$ cat src/rtl/pcs_pkg.sv
package pcs_pkg;
  localparam logic [7:0] OFF_LO_A = 8'h80;
  localparam logic [7:0] OFF_HI_A = 8'h81;
  localparam logic [7:0] OFF_LO_B = 8'h88;
  localparam logic [7:0] OFF_HI_B = 8'h89;
  localparam logic [7:0] OFF_CTX1 = 8'h82;
  localparam logic [7:0] OFF_CTX2 = 8'h83;
  localparam logic [7:0] OFF_VMID = 8'h84;
  localparam logic [31:0] MARKER  = 32'hFFFF_FFFF;

  typedef struct packed {
    logic is_lo;
    logic is_hi;
    logic is_ctx1;
    logic is_ctx2;
    logic is_vmid;
  } pcs_hit_t;
endpackage

$ cat src/rtl/pcs_capture.sv
module pcs_capture #(
  parameter int PC_W   = 56,
  parameter int CTX_W  = 32,
  parameter int VMID_W = 16
) (
  input  logic              clk,
  input  logic              rst,
  input  logic              excluded,
  input  logic              smp_valid,
  input  logic [PC_W-1:0]   smp_pc,
  input  logic              smp_ns,
  input  logic [1:0]        smp_el,
  input  logic [CTX_W-1:0]  smp_ctx1,
  input  logic [CTX_W-1:0]  smp_ctx2,
  input  logic [VMID_W-1:0] smp_vmid,
  output logic [PC_W-1:0]   live_pc,
  output logic              live_ns,
  output logic [1:0]        live_el,
  output logic [CTX_W-1:0]  live_ctx1,
  output logic [CTX_W-1:0]  live_ctx2,
  output logic [VMID_W-1:0] live_vmid,
  output logic              seen
);
  always_ff @(posedge clk) begin
    if (rst) begin
      live_pc   <= '0;
      live_ns   <= 1'b0;
      live_el   <= '0;
      live_ctx1 <= '0;
      live_ctx2 <= '0;
      live_vmid <= '0;
      seen      <= 1'b0;
    end else if (excluded) begin
      seen <= 1'b0;
    end else if (smp_valid) begin
      live_pc   <= smp_pc;
      live_ns   <= smp_ns;
      live_el   <= smp_el;
      live_ctx1 <= smp_ctx1;
      live_ctx2 <= smp_ctx2;
      live_vmid <= smp_vmid;
      seen      <= 1'b1;
    end
  end
endmodule

$ cat src/rtl/pcs_decode.sv
module pcs_decode
  import pcs_pkg::*;
#(
  parameter int OFF_W = 8
) (
  input  logic [OFF_W-1:0] off,
  input  logic             core_powered,
  input  logic             double_lock,
  input  logic             os_lock,
  output pcs_hit_t         hit,
  output logic             mapped,
  output logic             perm_ok
);
  localparam logic [OFF_W-1:0] LO_A = OFF_W'(OFF_LO_A);
  localparam logic [OFF_W-1:0] LO_B = OFF_W'(OFF_LO_B);
  localparam logic [OFF_W-1:0] HI_A = OFF_W'(OFF_HI_A);
  localparam logic [OFF_W-1:0] HI_B = OFF_W'(OFF_HI_B);

  always_comb begin
    hit.is_lo   = (off == LO_A) || (off == LO_B);
    hit.is_hi   = (off == HI_A) || (off == HI_B);
    hit.is_ctx1 = (off == OFF_W'(OFF_CTX1));
    hit.is_ctx2 = (off == OFF_W'(OFF_CTX2));
    hit.is_vmid = (off == OFF_W'(OFF_VMID));
    mapped      = |hit;
    perm_ok     = core_powered && !double_lock && !os_lock;
  end
endmodule

$ cat src/rtl/pcs_snapshot.sv
module pcs_snapshot (
  input  logic        clk,
  input  logic        rst,
  input  logic        capture,
  input  logic [31:0] nxt_lo,
  input  logic [31:0] nxt_hi,
  input  logic [31:0] nxt_ctx1,
  input  logic [31:0] nxt_ctx2,
  input  logic [31:0] nxt_vmid,
  output logic [31:0] snap_lo,
  output logic [31:0] snap_hi,
  output logic [31:0] snap_ctx1,
  output logic [31:0] snap_ctx2,
  output logic [31:0] snap_vmid
);
  always_ff @(posedge clk) begin
    if (rst) begin
      snap_lo   <= '0;
      snap_hi   <= '0;
      snap_ctx1 <= '0;
      snap_ctx2 <= '0;
      snap_vmid <= '0;
    end else if (capture) begin
      snap_lo   <= nxt_lo;
      snap_hi   <= nxt_hi;
      snap_ctx1 <= nxt_ctx1;
      snap_ctx2 <= nxt_ctx2;
      snap_vmid <= nxt_vmid;
    end
  end
endmodule

$ cat src/rtl/pc_sample_unit.sv
module pc_sample_unit
  import pcs_pkg::*;
#(
  parameter int PC_W   = 56,
  parameter int CTX_W  = 32,
  parameter int VMID_W = 16,
  parameter int OFF_W  = 8
) (
  input  logic              clk,
  input  logic              rst,
  input  logic              smp_valid,
  input  logic [PC_W-1:0]   smp_pc,
  input  logic              smp_ns,
  input  logic [1:0]        smp_el,
  input  logic [CTX_W-1:0]  smp_ctx1,
  input  logic [CTX_W-1:0]  smp_ctx2,
  input  logic [VMID_W-1:0] smp_vmid,
  input  logic              core_reset,
  input  logic              core_debug,
  input  logic              prof_prohibit,
  input  logic              sw_lock,
  input  logic              core_powered,
  input  logic              double_lock,
  input  logic              os_lock,
  input  logic              rd_req,
  input  logic [OFF_W-1:0]  rd_off,
  input  logic              rd_wide,
  output logic              rd_valid,
  output logic              rd_err,
  output logic [63:0]       rd_data
);
  localparam int UPPER_W = PC_W - 32;
  localparam int RES_W   = 32 - 3 - UPPER_W;

  logic [PC_W-1:0]   live_pc;
  logic              live_ns;
  logic [1:0]        live_el;
  logic [CTX_W-1:0]  live_ctx1, live_ctx2;
  logic [VMID_W-1:0] live_vmid;
  logic              seen, excluded, sentinel, trigger, mapped, perm_ok;
  pcs_hit_t          hit;
  logic [31:0] nxt_lo, nxt_hi, nxt_ctx1, nxt_ctx2, nxt_vmid;
  logic [31:0] snap_lo, snap_hi, snap_ctx1, snap_ctx2, snap_vmid;
  logic [63:0] resp_data;

  assign excluded = core_reset || core_debug || prof_prohibit;

  pcs_capture #(.PC_W(PC_W), .CTX_W(CTX_W), .VMID_W(VMID_W)) u_capture (
    .clk(clk), .rst(rst), .excluded(excluded), .smp_valid(smp_valid),
    .smp_pc(smp_pc), .smp_ns(smp_ns), .smp_el(smp_el),
    .smp_ctx1(smp_ctx1), .smp_ctx2(smp_ctx2), .smp_vmid(smp_vmid),
    .live_pc(live_pc), .live_ns(live_ns), .live_el(live_el),
    .live_ctx1(live_ctx1), .live_ctx2(live_ctx2), .live_vmid(live_vmid),
    .seen(seen)
  );

  pcs_decode #(.OFF_W(OFF_W)) u_decode (
    .off(rd_off), .core_powered(core_powered), .double_lock(double_lock),
    .os_lock(os_lock), .hit(hit), .mapped(mapped), .perm_ok(perm_ok)
  );

  assign sentinel = excluded || !seen;
  assign trigger  = rd_req && hit.is_lo && perm_ok && !sw_lock;

  always_comb begin
    if (sentinel) begin
      nxt_lo   = MARKER;
      nxt_hi   = '0;
      nxt_ctx1 = '0;
      nxt_ctx2 = '0;
      nxt_vmid = '0;
    end else begin
      nxt_lo   = live_pc[31:0];
      nxt_hi   = {live_ns, live_el, {RES_W{1'b0}}, live_pc[PC_W-1:32]};
      nxt_ctx1 = 32'(live_ctx1);
      nxt_ctx2 = 32'(live_ctx2);
      nxt_vmid = 32'(live_vmid);
    end
  end

  pcs_snapshot u_snapshot (
    .clk(clk), .rst(rst), .capture(trigger),
    .nxt_lo(nxt_lo), .nxt_hi(nxt_hi), .nxt_ctx1(nxt_ctx1),
    .nxt_ctx2(nxt_ctx2), .nxt_vmid(nxt_vmid),
    .snap_lo(snap_lo), .snap_hi(snap_hi), .snap_ctx1(snap_ctx1),
    .snap_ctx2(snap_ctx2), .snap_vmid(snap_vmid)
  );

  always_comb begin
    resp_data = '0;
    if (mapped && perm_ok) begin
      if (hit.is_lo) begin
        if (sw_lock) resp_data = rd_wide ? {snap_hi, snap_lo} : {32'd0, snap_lo};
        else         resp_data = rd_wide ? {nxt_hi, nxt_lo}   : {32'd0, nxt_lo};
      end else if (hit.is_hi)   resp_data = {32'd0, snap_hi};
      else if (hit.is_ctx1)     resp_data = {32'd0, snap_ctx1};
      else if (hit.is_ctx2)     resp_data = {32'd0, snap_ctx2};
      else                      resp_data = {32'd0, snap_vmid};
    end
  end

  always_ff @(posedge clk) begin
    if (rst) begin
      rd_valid <= 1'b0;
      rd_err   <= 1'b0;
      rd_data  <= '0;
    end else begin
      rd_valid <= rd_req;
      rd_err   <= rd_req && mapped && !perm_ok;
      rd_data  <= rd_req ? resp_data : '0;
    end
  end
endmodule

$ cat config.mk
export PLATFORM = sky130hd
export DESIGN_NAME = pc_sample_unit
export DESIGN_NICKNAME = d
export VERILOG_FILES = /design/src/rtl/pcs_pkg.sv /design/src/rtl/pcs_capture.sv /design/src/rtl/pcs_decode.sv /design/src/rtl/pcs_snapshot.sv /design/src/rtl/pc_sample_unit.sv
export SDC_FILE = /design/constraint.sdc
export NUM_CORES = 1
export LEC_CHECK = 0
export ABC_AREA = 1
export BUFFER_PORTS_ARGS = -buffer_cell sky130_fd_sc_hd__clkbuf_2
export CAP_MARGIN = 20
export CELL_PAD_IN_SITES_DETAIL_PLACEMENT = 1
export CELL_PAD_IN_SITES_GLOBAL_PLACEMENT = 2
export CORE_MARGIN = 3
export CORE_UTILIZATION = 34
export DETAILED_ROUTE_END_ITERATION = 7
export GPL_ROUTABILITY_DRIVEN = 0
export PLACE_DENSITY = 0.88
export SYNTH_ARGS = -nofsm -noshare
export SYNTH_HDL_FRONTEND = slang
export SYNTH_SLANG_ARGS = --single-unit
$ cat constraint.sdc
create_clock -name clk -period 4.4 [get_ports clk]
set_input_delay 1.1 -clock clk [delete_from_list [all_inputs] [get_ports clk]]
set_output_delay 1.1 -clock clk [all_outputs]
set_load 0.01 [all_outputs]
==> summary.txt, run 1 <==
Placed Instances: 2,579
Post-route minimum period: 2.92 ns
Pre-CTS setup slack: 0.895 ns
Mapped Cells: 1,962
Io pins: 225
Cts bufs inserted: 39
Largest net degree at the start of global routing: 195
Leading area contributor after synthesis: dfxtp_1
Initial antenna violation count: 0
Endpoints failing hold: 0
Min-delay src: u_capture.live_ctx2[29]
Dominant synthesized flop cell: dfxtp_1
Met2 Use GR: 32.8%
Hold Buf Count CTS: 0
Top post-synthesis cells by area: dfxtp_1 49%, nor2_1 12%, o21ai_0 12%
EDFF count, synth: 0
Post-CTS sizing: 0
Commonest non-fill, non-tap cell in the layout: nor2_1
CP max stage cell: nand3_1
GRT busiest layer: met2
Max-slew violations: 0
Initial Utilization: 34.8%
Max-slew headroom: 45.8%
Pwr dens: 406 nW/µm²
Avg Synthesized Cell Area: 7.10 µm²
Root Buffer: clkbuf_16
Peak VDD IR: 0.000215 V
Number of fill cells: 5,032
Hpwl dp: 33.0 mm
Crit path largest cell delay: 0.52 ns
R2R cell count: 7
Period utilisation layout: 66.3%
Sink Count: 340
Vias in the first global route: 13,137
GRT Total Usage: 21.2%
CTS H-Tree Depth: 2
HP Class: flip-flop to flip-flop
Outcome: finished, final reports clean
Hold Worst Slack: 0.455 ns
Top cell type's share of synthesized area: 48.8%
Required time of the critical path: 4.87 ns
Post-DRT Antenna Nets: 0
Worst Hold Depth: 2
Library cells used by synthesis: 24
IO Port Bufs: 219
Setup CP Type: primary input to flip-flop
Pre-antenna DRT Iters: 5
First-pass GRT wire length: 74.5 mm
F_max: 343 MHz
Full die area: 43,400 µm²
Wire per inst: 17.9 µm
Post-Layout Cell Count: 2,647
Slew @ Worst Pin: 0.812 ns
Setup bufs post-CTS: 0
Most frequent cells in the layout: 455 x nor2_1, 340 x dfxtp_1, 333 x o21ai_0
DRC viols: 0
Total number of vias: 13,276
Die width: 208 µm
Clock transition at the registers of the reported paths: 0.06 ns
Seq cells post-synth: 340
Worst reg2reg path startpoint: u_capture.seen
Max-cap violations: 0
Post-synthesis sequential area ratio: 48.8%
Worst path cell trace: clkbuf_2 > inv_1 > nand2_1 > nor2_4 > nand3_1 > nor2_1 > nand4_2 > buf_4 > nor2_1
Core area: 40,100 µm²
Total gr overflow: 0
Clk buf depth: 3
# rows: 73
Yosys warning total: 0
Setup TNS: 0 ns
Crit path launch: rd_off[6]
Leakage: 6.45 nW
Die Ht: 208 µm
RSZ-0062 raised after global routing: false
GR Util met1: 30.7%
Final net count: 2,254
Crit-path most repeated cell: nor2_1
Family with the most delay on the worst path: simple AND/OR/NAND/NOR gates
Routed Wire Length: 47.4 mm
GRT met3 Usage: 3.53%
CTS tree: yes
Worst path arrival time: 3.39 ns
Worst-path maximum fanout: 18
Worst hold path endpoint: u_capture.live_ctx2[29]
DR iter-0 viols: 773
Skew-Pair Late Insertion Delay: 0.54 ns
Post-Synthesis Cell Area: 13,900 µm²
FFs w/ async S/R, synth: 0%
Share of cells above drive strength 1: 15.5%
Worst setup EP type: flip-flop
Synth-to-Final Area Change: 19.3%
Clock Skew: 0.00786 ns
Final worst slack: 1.48 ns
Final setup viols: 0
DR vias/cell: 5.02
Worst Path Buf+Inv: 3
RR Endpoint: rd_data[19]
Worst Setup Start Kind: primary input
Number of diodes: 0
Reg2reg setup slack: 2.52 ns
==> kinds of logic (layout without fill, tap and decap cells) <==
logic type	Yosys count	in the layout	synth area share (%)
AO/OA/AOI/OAI	527	527	18.9
buffers and inverters	352	508	10.1
flip-flops	340	340	48.8
AND/OR/NAND/NOR	742	742	22.1
other	1	5	0.0269
==> sequential cells by signal, summed over array words and instances, names as in the netlist <==
signal and count:
u_snapshot.snap_ctx2 32, rd_valid 1, u_capture.live_el 2, u_capture.live_vmid 16, u_snapshot.snap_ctx1 32, u_capture.seen 1, u_capture.live_ctx2 32, u_capture.live_ns 1
rd_err 1, u_capture.live_ctx1 32, rd_data 59, u_snapshot.snap_hi 27, u_snapshot.snap_vmid 16, u_snapshot.snap_lo 32, u_capture.live_pc 56
==> cell type report <==
cell class                      count  area (µm²)  area share (%)
Clock inverter                      7        65.1           0.391
Timing Repair Buffer              244        1360            8.17
Sequential cell                   340        6810            40.9
Multi-Input combinational cell   1274        5770            34.7
Tap cell                          525         657            3.95
Inverter                          196         742            4.46
Clock buffer                       61        1230            7.40
==> per-stage QoR <==
stage	power (mW)	utilization, %	cell area (µm²)
global route	7.02	41.5	16600
CTS	6.84	41.5	16600
finish	6.76	41.5	16600
global placement	3.55	38.2	15300
floorplan	3.40	-	13900
detailed placement	3.56	38.2	15300
==> power by group <==
part	switching, mW	total [mW]	internal (mW)
clock network	1.29	3.27	1.97
logic	0.230	0.351	0.121
registers	0.0120	3.14	3.12
==> routing by layer <==
layer,share of wire (%),wire length [µm]
met1,49,23000
met3,5.5,2620
met5,0,0
met2,44,21000
met4,1.6,760
==> worst min-delay path: cells and delay by family (launching register included) <==
| kind | cells | cell delay (ns) |
|---|---|---|
| buf+inv | 1 | 0.06 |
| compound gates | 1 | 0.05 |
| flops | 1 | 0.29 |
==> worst max path at each step <==
| stage | to | slack (ns) | cells past startpoint |
|---|---|---|---|
| after CTS | rd_data[44] | 1.46 | 9 |
| final | rd_data[44] | 1.48 | 9 |
| after global placement | rd_data[43] | 0.96 | 9 |
| after detailed placement | rd_data[32] | 0.90 | 9 |
| after floorplan | u_snapshot.snap_ctx2[1] | 2.10 | 8 |
| after global routing | rd_data[32] | 1.26 | 9 |
==> Yosys cell counts, types with 3 or more instances <==
cell type and instances:
a21oi_1 178, buf_1 7, buf_2 28, buf_4 9, clkbuf_1 110, dfxtp_1 340
inv_1 187, inv_2 8, nand2_1 118, nand2_2 3, nand3_1 124, nand4_1 32
nor2_1 455, nor2_2 5, o21ai_0 333, o21ai_1 16
No activity file was read; power rests on OpenSTA's default activity.
==> run 2, diff against run 1 <==
CORE_UTILIZATION = 28   (was 34)
PLACE_DENSITY = 0.78   (was 0.88)
clock period = 2.5 ns   (was 4.4 ns; I/O delays follow)
==> run 2 against run 1 <==
Against the previous run:
- clock power increased by 86%
- global-route usage is 2.9 points lower
- final area rose by 3.5%
- wire length rose by 3.0%
- setup slack got worse by 0.94 ns
- clock skew increased by 0.019 ns
- largest cell class unchanged
==> summary.txt, run 2 (synthesis results as in run 1) <==
Outcome: finished, final reports clean
CTS H-Tree Depth: 2 (unchanged)
Peak VDD IR: 0.000337 V (+57%)
Period utilisation layout: 78.2%
Crit path to: rd_data[62]
Most frequent cells in the layout: 455 x nor2_1, 340 x dfxtp_1, 333 x o21ai_0
Required time of the critical path: 2.96 ns (-1.91 ns)
Routed Wire Length: 48.8 mm (+3.0%)
Hold Worst Slack: 0.328 ns (-0.127 ns)
Setup bufs post-CTS: 0 (unchanged)
Leakage: 6.68 nW (+3.6%)
Total gr overflow: 0 (unchanged)
Total number of vias: 13,310 (+0.26%)
F_max: 511 MHz
Wire per inst: 17.3 µm (-3.3%)
Worst reg2reg path startpoint: u_capture.seen
Io pins: 225 (unchanged)
RR Endpoint: rd_data[62]
Biggest regs: rd_data: 59 flops, u_capture.live_pc: 56 flops
Final setup viols: 0 (unchanged)
Share of cells above drive strength 1: 16.9% (+1.4 points)
Footprint of the multi-input gates: 5770 µm² (unchanged)
Max-slew violations: 0 (unchanged)
Pre-CTS setup slack: -0.0161 ns (-0.911 ns)
Worst Setup Start Kind: primary input
Worst setup EP type: flip-flop
Utilization after layout: 35.1% (-6.4 points)
Pwr dens: 712 nW/µm² (+75%)
Synth-to-Final Area Change: 23.5%
M1 WL: 24.0 mm (+4.5%)
DR vias/cell: 4.72 (-5.8%)
Die width: 229 µm (+9.9%)
Clk buf depth: 3 (unchanged)
Wire length on met3: 2.56 mm (-2.2%)
Fraction of power consumed by sequential logic: 45.1% (-1.3 points)
Endpoints failing hold: 0 (unchanged)
Post-route minimum period: 1.96 ns
Max-cap violations: 0 (unchanged)
Root Buffer: clkbuf_16
Post-CTS sizing: 0 (unchanged)
Initial antenna violation count: 3 (+3)
Worst path arrival time: 2.42 ns (-0.97 ns)
Final net count: 2,284 (+1.3%)
Hold Buf Count CTS: 0 (unchanged)
Hpwl dp: 35.0 mm (+6.0%)
CTS tree: yes
Crit path launch: rd_off[6]
# rows: 81 (+11%)
P_int: 9.48 mW (+82%)
Setup CP Type: primary input to flip-flop
Register Area: 6810 µm² (unchanged)
GRT Total Usage: 18.2% (-2.9 points)
Worst-path maximum fanout: 13 (-5)
Post-DRT Antenna Nets: 0 (unchanged)
IO Port Bufs: 219 (unchanged)
Reg2reg setup slack: 1.01 ns (-1.51 ns)
Skew-Pair Late Insertion Delay: 0.56 ns (+0.02 ns)
Sink Count: 340 (unchanged)
Vias in the first global route: 13,350 (+1.6%)
Total power: 12.2 mW (+81%)
P_sw: 2.77 mW (+80%)
Comb pwr share: 5.3% (about the same)
Number of diodes: 0 (unchanged)
Die Ht: 229 µm (+9.9%)
Full die area: 52,500 µm² (+21%)
RSZ-0062 raised after global routing: false
Max reg flops: 59 (unchanged)
Clock transition at the registers of the reported paths: 0.06 ns (about the same)
Most flop-heavy register: rd_data
DRC viols: 0 (unchanged)
Uppermost routed layer: met5
Initial Utilization: 28.4% (-6.3 points)
First-pass GRT wire length: 76.6 mm (+2.9%)
Clock Power Share: 49.6% (+1.2 points)
Largest net degree at the start of global routing: 81 (-58%)
Cts bufs inserted: 39 (unchanged)
Pre-antenna DRT Iters: 5 (unchanged)
Core area: 49,100 µm² (+22%)
Number of fill cells: 6,122 (+22%)
Final worst slack: 0.544 ns (-0.938 ns)
Switching part of the total: 22.6% (-0.14 points)
DR iter-0 viols: 694 (-10%)
Commonest non-fill, non-tap cell in the layout: nor2_1
R2R cell count: 6 (-1)
HP Class: primary input to flip-flop
Clock Skew: 0.0264 ns (+0.0185 ns)
Met2 WL post-DR: 21.5 mm (+2.3%)
==> run 2: cell types whose count changed in the layout (fill, tap and decap cells not counted), sizes merged <==
| cell | before | now |
|---|---|---|
| buf | 25 | 55 |
| clkbuf | 280 | 275 |
| clkinv | 6 | 11 |
| bufinv | 1 | 4 |
| clkinvlp | 2 | 0 |
| inv | 194 | 195 |
==> run 2: cell type report <==
type	instances	area share (%)
Inverter	196	4.32
Clock inverter	14	1.01
Clock buffer	56	6.99
Tap cell	664	4.83
Timing Repair Buffer	274	9.79
Multi-Input combinational cell	1274	33.5
Sequential cell	340	39.6
==> run 2: worst min-delay path by stage <==
stage / from / to / slack, ns / cells past startpoint
after floorplan: u_snapshot.snap_ctx2[25] / u_snapshot.snap_ctx2[25] / 0.42 / 2
after global placement: u_snapshot.snap_ctx1[0] / u_snapshot.snap_ctx1[0] / 0.44 / 2
after detailed placement: u_capture.live_pc[38] / u_capture.live_pc[38] / 0.45 / 2
after CTS: rst / u_capture.seen / 0.31 / 2
after global routing: rst / u_capture.seen / 0.33 / 2
final: rst / u_capture.seen / 0.33 / 2
==> run 2: metrics by stage <==
stage / instances / area [µm²] / setup TNS, ns
2_1_floorplan: 1966 / 13900 / 0
3_3_place_gp: 2748 / 15800 / 0
3_5_place_dp: 2748 / 15800 / -0.0161
4_1_cts: 2818 / 17200 / 0
5_1_grt: 2818 / 17200 / 0
6_report: 2818 / 17200 / 0
==> run 2: layer usage <==
metal | track usage [%] | up-vias
met5 | 0 | -
met4 | 3.96 | 2
met3 | 3.21 | 56
met2 | 28.4 | 258
met1 | 26.4 | 6350
li1 | - | 6644
==> run 2: power by group through the flow <==
| stage | clock network (mW) | logic (mW) | registers (mW) |
|---|---|---|---|
| floorplan | 0 | 0.356 | 5.63 |
| global placement | 0 | 0.652 | 5.64 |
| detailed placement | 0 | 0.661 | 5.64 |
| global route | 6.47 | 0.747 | 5.52 |
| finish | 6.08 | 0.654 | 5.52 |
| CTS | 6.25 | 0.667 | 5.52 |
==> run 2: worst max-delay path, stage by stage <==
cell and delay (ns):
clkbuf_2 0.09, inv_1 0.05, nand2_1 0.07, nor2_4 0.33
nand3_1 0.20, nor2_1 0.24, nand4_2 0.33, buf_4 0.33
nor2_1 0.16
==> run 3, diff against run 2 <==
CORE_UTILIZATION = 31   (was 28)
PLACE_DENSITY = 0.81   (was 0.78)
clock period = 1.8 ns   (was 2.5 ns; I/O delays follow)
==> run 3 against run 2 <==
Against the previous run:
- clock power increased by 32%
- critical path depth decreased by 8
- global-route usage increased by 2.2 points
==> summary.txt, run 3 (synthesis results as in run 1) <==
Worst path cell trace: clkbuf_2
GRT met3 Usage: 4.77% (+1.6 points)
Routed Wire Length: 49.5 mm (+1.5%)
Comb pwr share: 5.8% (+0.5 points)
Worst Setup Start Kind: flip-flop
GRT Total Usage: 20.5% (+2.2 points)
P_int: 12.9 mW (+36%)
Commonest non-fill, non-tap cell in the layout: nor2_1
RR Endpoint: rd_data[32]
Cts bufs inserted: 40 (+2.6%)
Skew-Pair Late Insertion Delay: 0.56 ns (about the same)
Largest net degree at the start of global routing: 89 (+9.9%)
GRT busiest layer: met2
Leakage: 6.96 nW (+4.1%)
Total gr overflow: 0 (unchanged)
Stages on worst setup path: 1 (-8)
Max reg flops: 59 (unchanged)
Worst setup EP type: primary output
Outcome: finished, final reports clean
Crit path to: rd_data[13]
Crit path launch: rd_data[13]
DR vias/cell: 4.83 (+2.3%)
Share of cells above drive strength 1: 18.7% (+1.8 points)
Biggest regs: rd_data: 59 flops, u_capture.live_pc: 56 flops
Fraction of power consumed by sequential logic: 45.9% (+0.8 points)
Setup TNS: 0 ns (unchanged)
Clock Skew: 0.0218 ns (-0.00462 ns)
Core area: 44,300 µm² (-9.7%)
Number of fill cells: 5,524 (-9.8%)
Endpoints failing hold: 0 (unchanged)
Met2 Use GR: 31.0% (+2.7 points)
RSZ-0062 raised after global routing: false
CTS tree: yes
Io pins: 225 (unchanged)
Initial Utilization: 31.4% (+3.0 points)
First-pass GRT wire length: 77.1 mm (+0.69%)
Total power: 16.7 mW (+36%)
DRC viols: 0 (unchanged)
Pre-antenna DRT Iters: 5 (unchanged)
Max-cap violations: 0 (unchanged)
Hold Buf Count CTS: 0 (unchanged)
Synth-to-Final Area Change: 26.5%
Die width: 218 µm (-4.8%)
Utilization after layout: 39.8% (+4.7 points)
Max-slew violations: 0 (unchanged)
DR iter-0 viols: 796 (+15%)
Post-CTS sizing: 0 (unchanged)
Hpwl dp: 36.8 mm (+5.1%)
Initial antenna violation count: 3 (unchanged)
Most frequent cells in the layout: 455 x nor2_1, 340 x dfxtp_1, 333 x o21ai_0
GR Util met1: 29.7% (+3.3 points)
Post-DRT Antenna Nets: 0 (unchanged)
Vias in the first global route: 13,511 (+1.2%)
R2R cell count: 6 (unchanged)
Sink Count: 340 (unchanged)
IO Port Bufs: 219 (unchanged)
Post-route minimum period: 1.65 ns
F_max: 606 MHz
Total number of vias: 13,547 (+1.8%)
Crit path largest cell delay: 0.46 ns (+0.13 ns)
Setup bufs post-CTS: 0 (unchanged)
Clock transition at the registers of the reported paths: 0.06 ns (about the same)
Peak VDD IR: 0.000474 V (+41%)
Final net count: 2,339 (+2.4%)
Worst Path Buf+Inv: 1 (-2)
Period utilisation layout: 91.7%
Die Ht: 218 µm (-4.8%)
Switching part of the total: 23.0% (+0.40 points)
Final setup viols: 0 (unchanged)
# rows: 77 (-4.9%)
Full die area: 47,500 µm² (-9.4%)
Setup CP Type: flip-flop to primary output
Clk buf depth: 3 (unchanged)
Most flop-heavy register: rd_data
CP max stage cell: dfxtp_1
Worst-path maximum fanout: 1 (-12)
Clock Power Share: 48.2% (-1.4 points)
Worst reg2reg path startpoint: u_capture.seen
Required time of the critical path: 1.35 ns (-1.61 ns)
Root Buffer: clkbuf_16
HP Class: primary input to flip-flop
Wire per inst: 17.7 µm (+2.0%)
Hold Worst Slack: 0.177 ns (-0.152 ns)
Reg2reg setup slack: 0.27 ns (-0.74 ns)
Worst path arrival time: 1.20 ns (-1.22 ns)
P_sw: 3.84 mW (+39%)
Pwr dens: 947 nW/µm² (+33%)
Family with the most delay on the worst path: flip-flops
CTS H-Tree Depth: 2 (unchanged)
[run 3: power by group through the flow]
stage,combinational (mW),clock [mW],sequential [mW]
after floorplan,0.494,0,7.83
after global placement,0.961,0,7.83
final,0.973,8.05,7.67
after CTS,0.981,8.26,7.67
after detailed placement,0.972,0,7.83
after global routing,1.10,8.61,7.67
[run 3: worst min path at each step]
stage | from | end | slack (ns) | cells past startpoint
after global routing | rst | u_capture.seen | 0.15 | 2
after floorplan | u_snapshot.snap_ctx2[25] | u_snapshot.snap_ctx2[25] | 0.42 | 2
after global placement | u_capture.live_ctx1[20] | u_capture.live_ctx1[20] | 0.44 | 2
final | rst | u_capture.seen | 0.18 | 2
after detailed placement | u_capture.live_ctx1[12] | u_capture.live_ctx1[12] | 0.45 | 2
after CTS | rst | u_capture.seen | 0.15 | 2
[run 3: cell type report]
cell class	count	area, µm²	area share (%)
Sequential cell	340	6810	38.6
Multi-Input combinational cell	1274	5770	32.7
Timing Repair Buffer	328	2250	12.8
Clock buffer	63	1230	6.97
Inverter	196	742	4.21
Tap cell	592	741	4.20
Clock inverter	10	87.6	0.497
Antenna cell	1	2.50	0.0142
[run 3: metrics by stage]
stage	setup WS, ns	instance area (µm²)	std cells
floorplan	0.152	13900	1966
global placement	-0.122	16300	2730
detailed placement	-0.131	16300	2730
CTS	0.155	17600	2803
global route	0.113	17600	2804
finish	0.149	17600	2804
[run 3: worst reg2reg max path, cell delays in order (launching register included)]
cell	delay [ns]
dfxtp_1	0.37
nand3_4	0.18
buf_12	0.22
nor2_1	0.14
o21ai_0	0.10
buf_4	0.14
nor2_1	0.25
[run 3: layer usage]
layer,up-vias,wire [µm]
met5,-,7
li1,6756,-
met2,273,21300
met3,43,2870
met4,2,607
met1,6473,24700
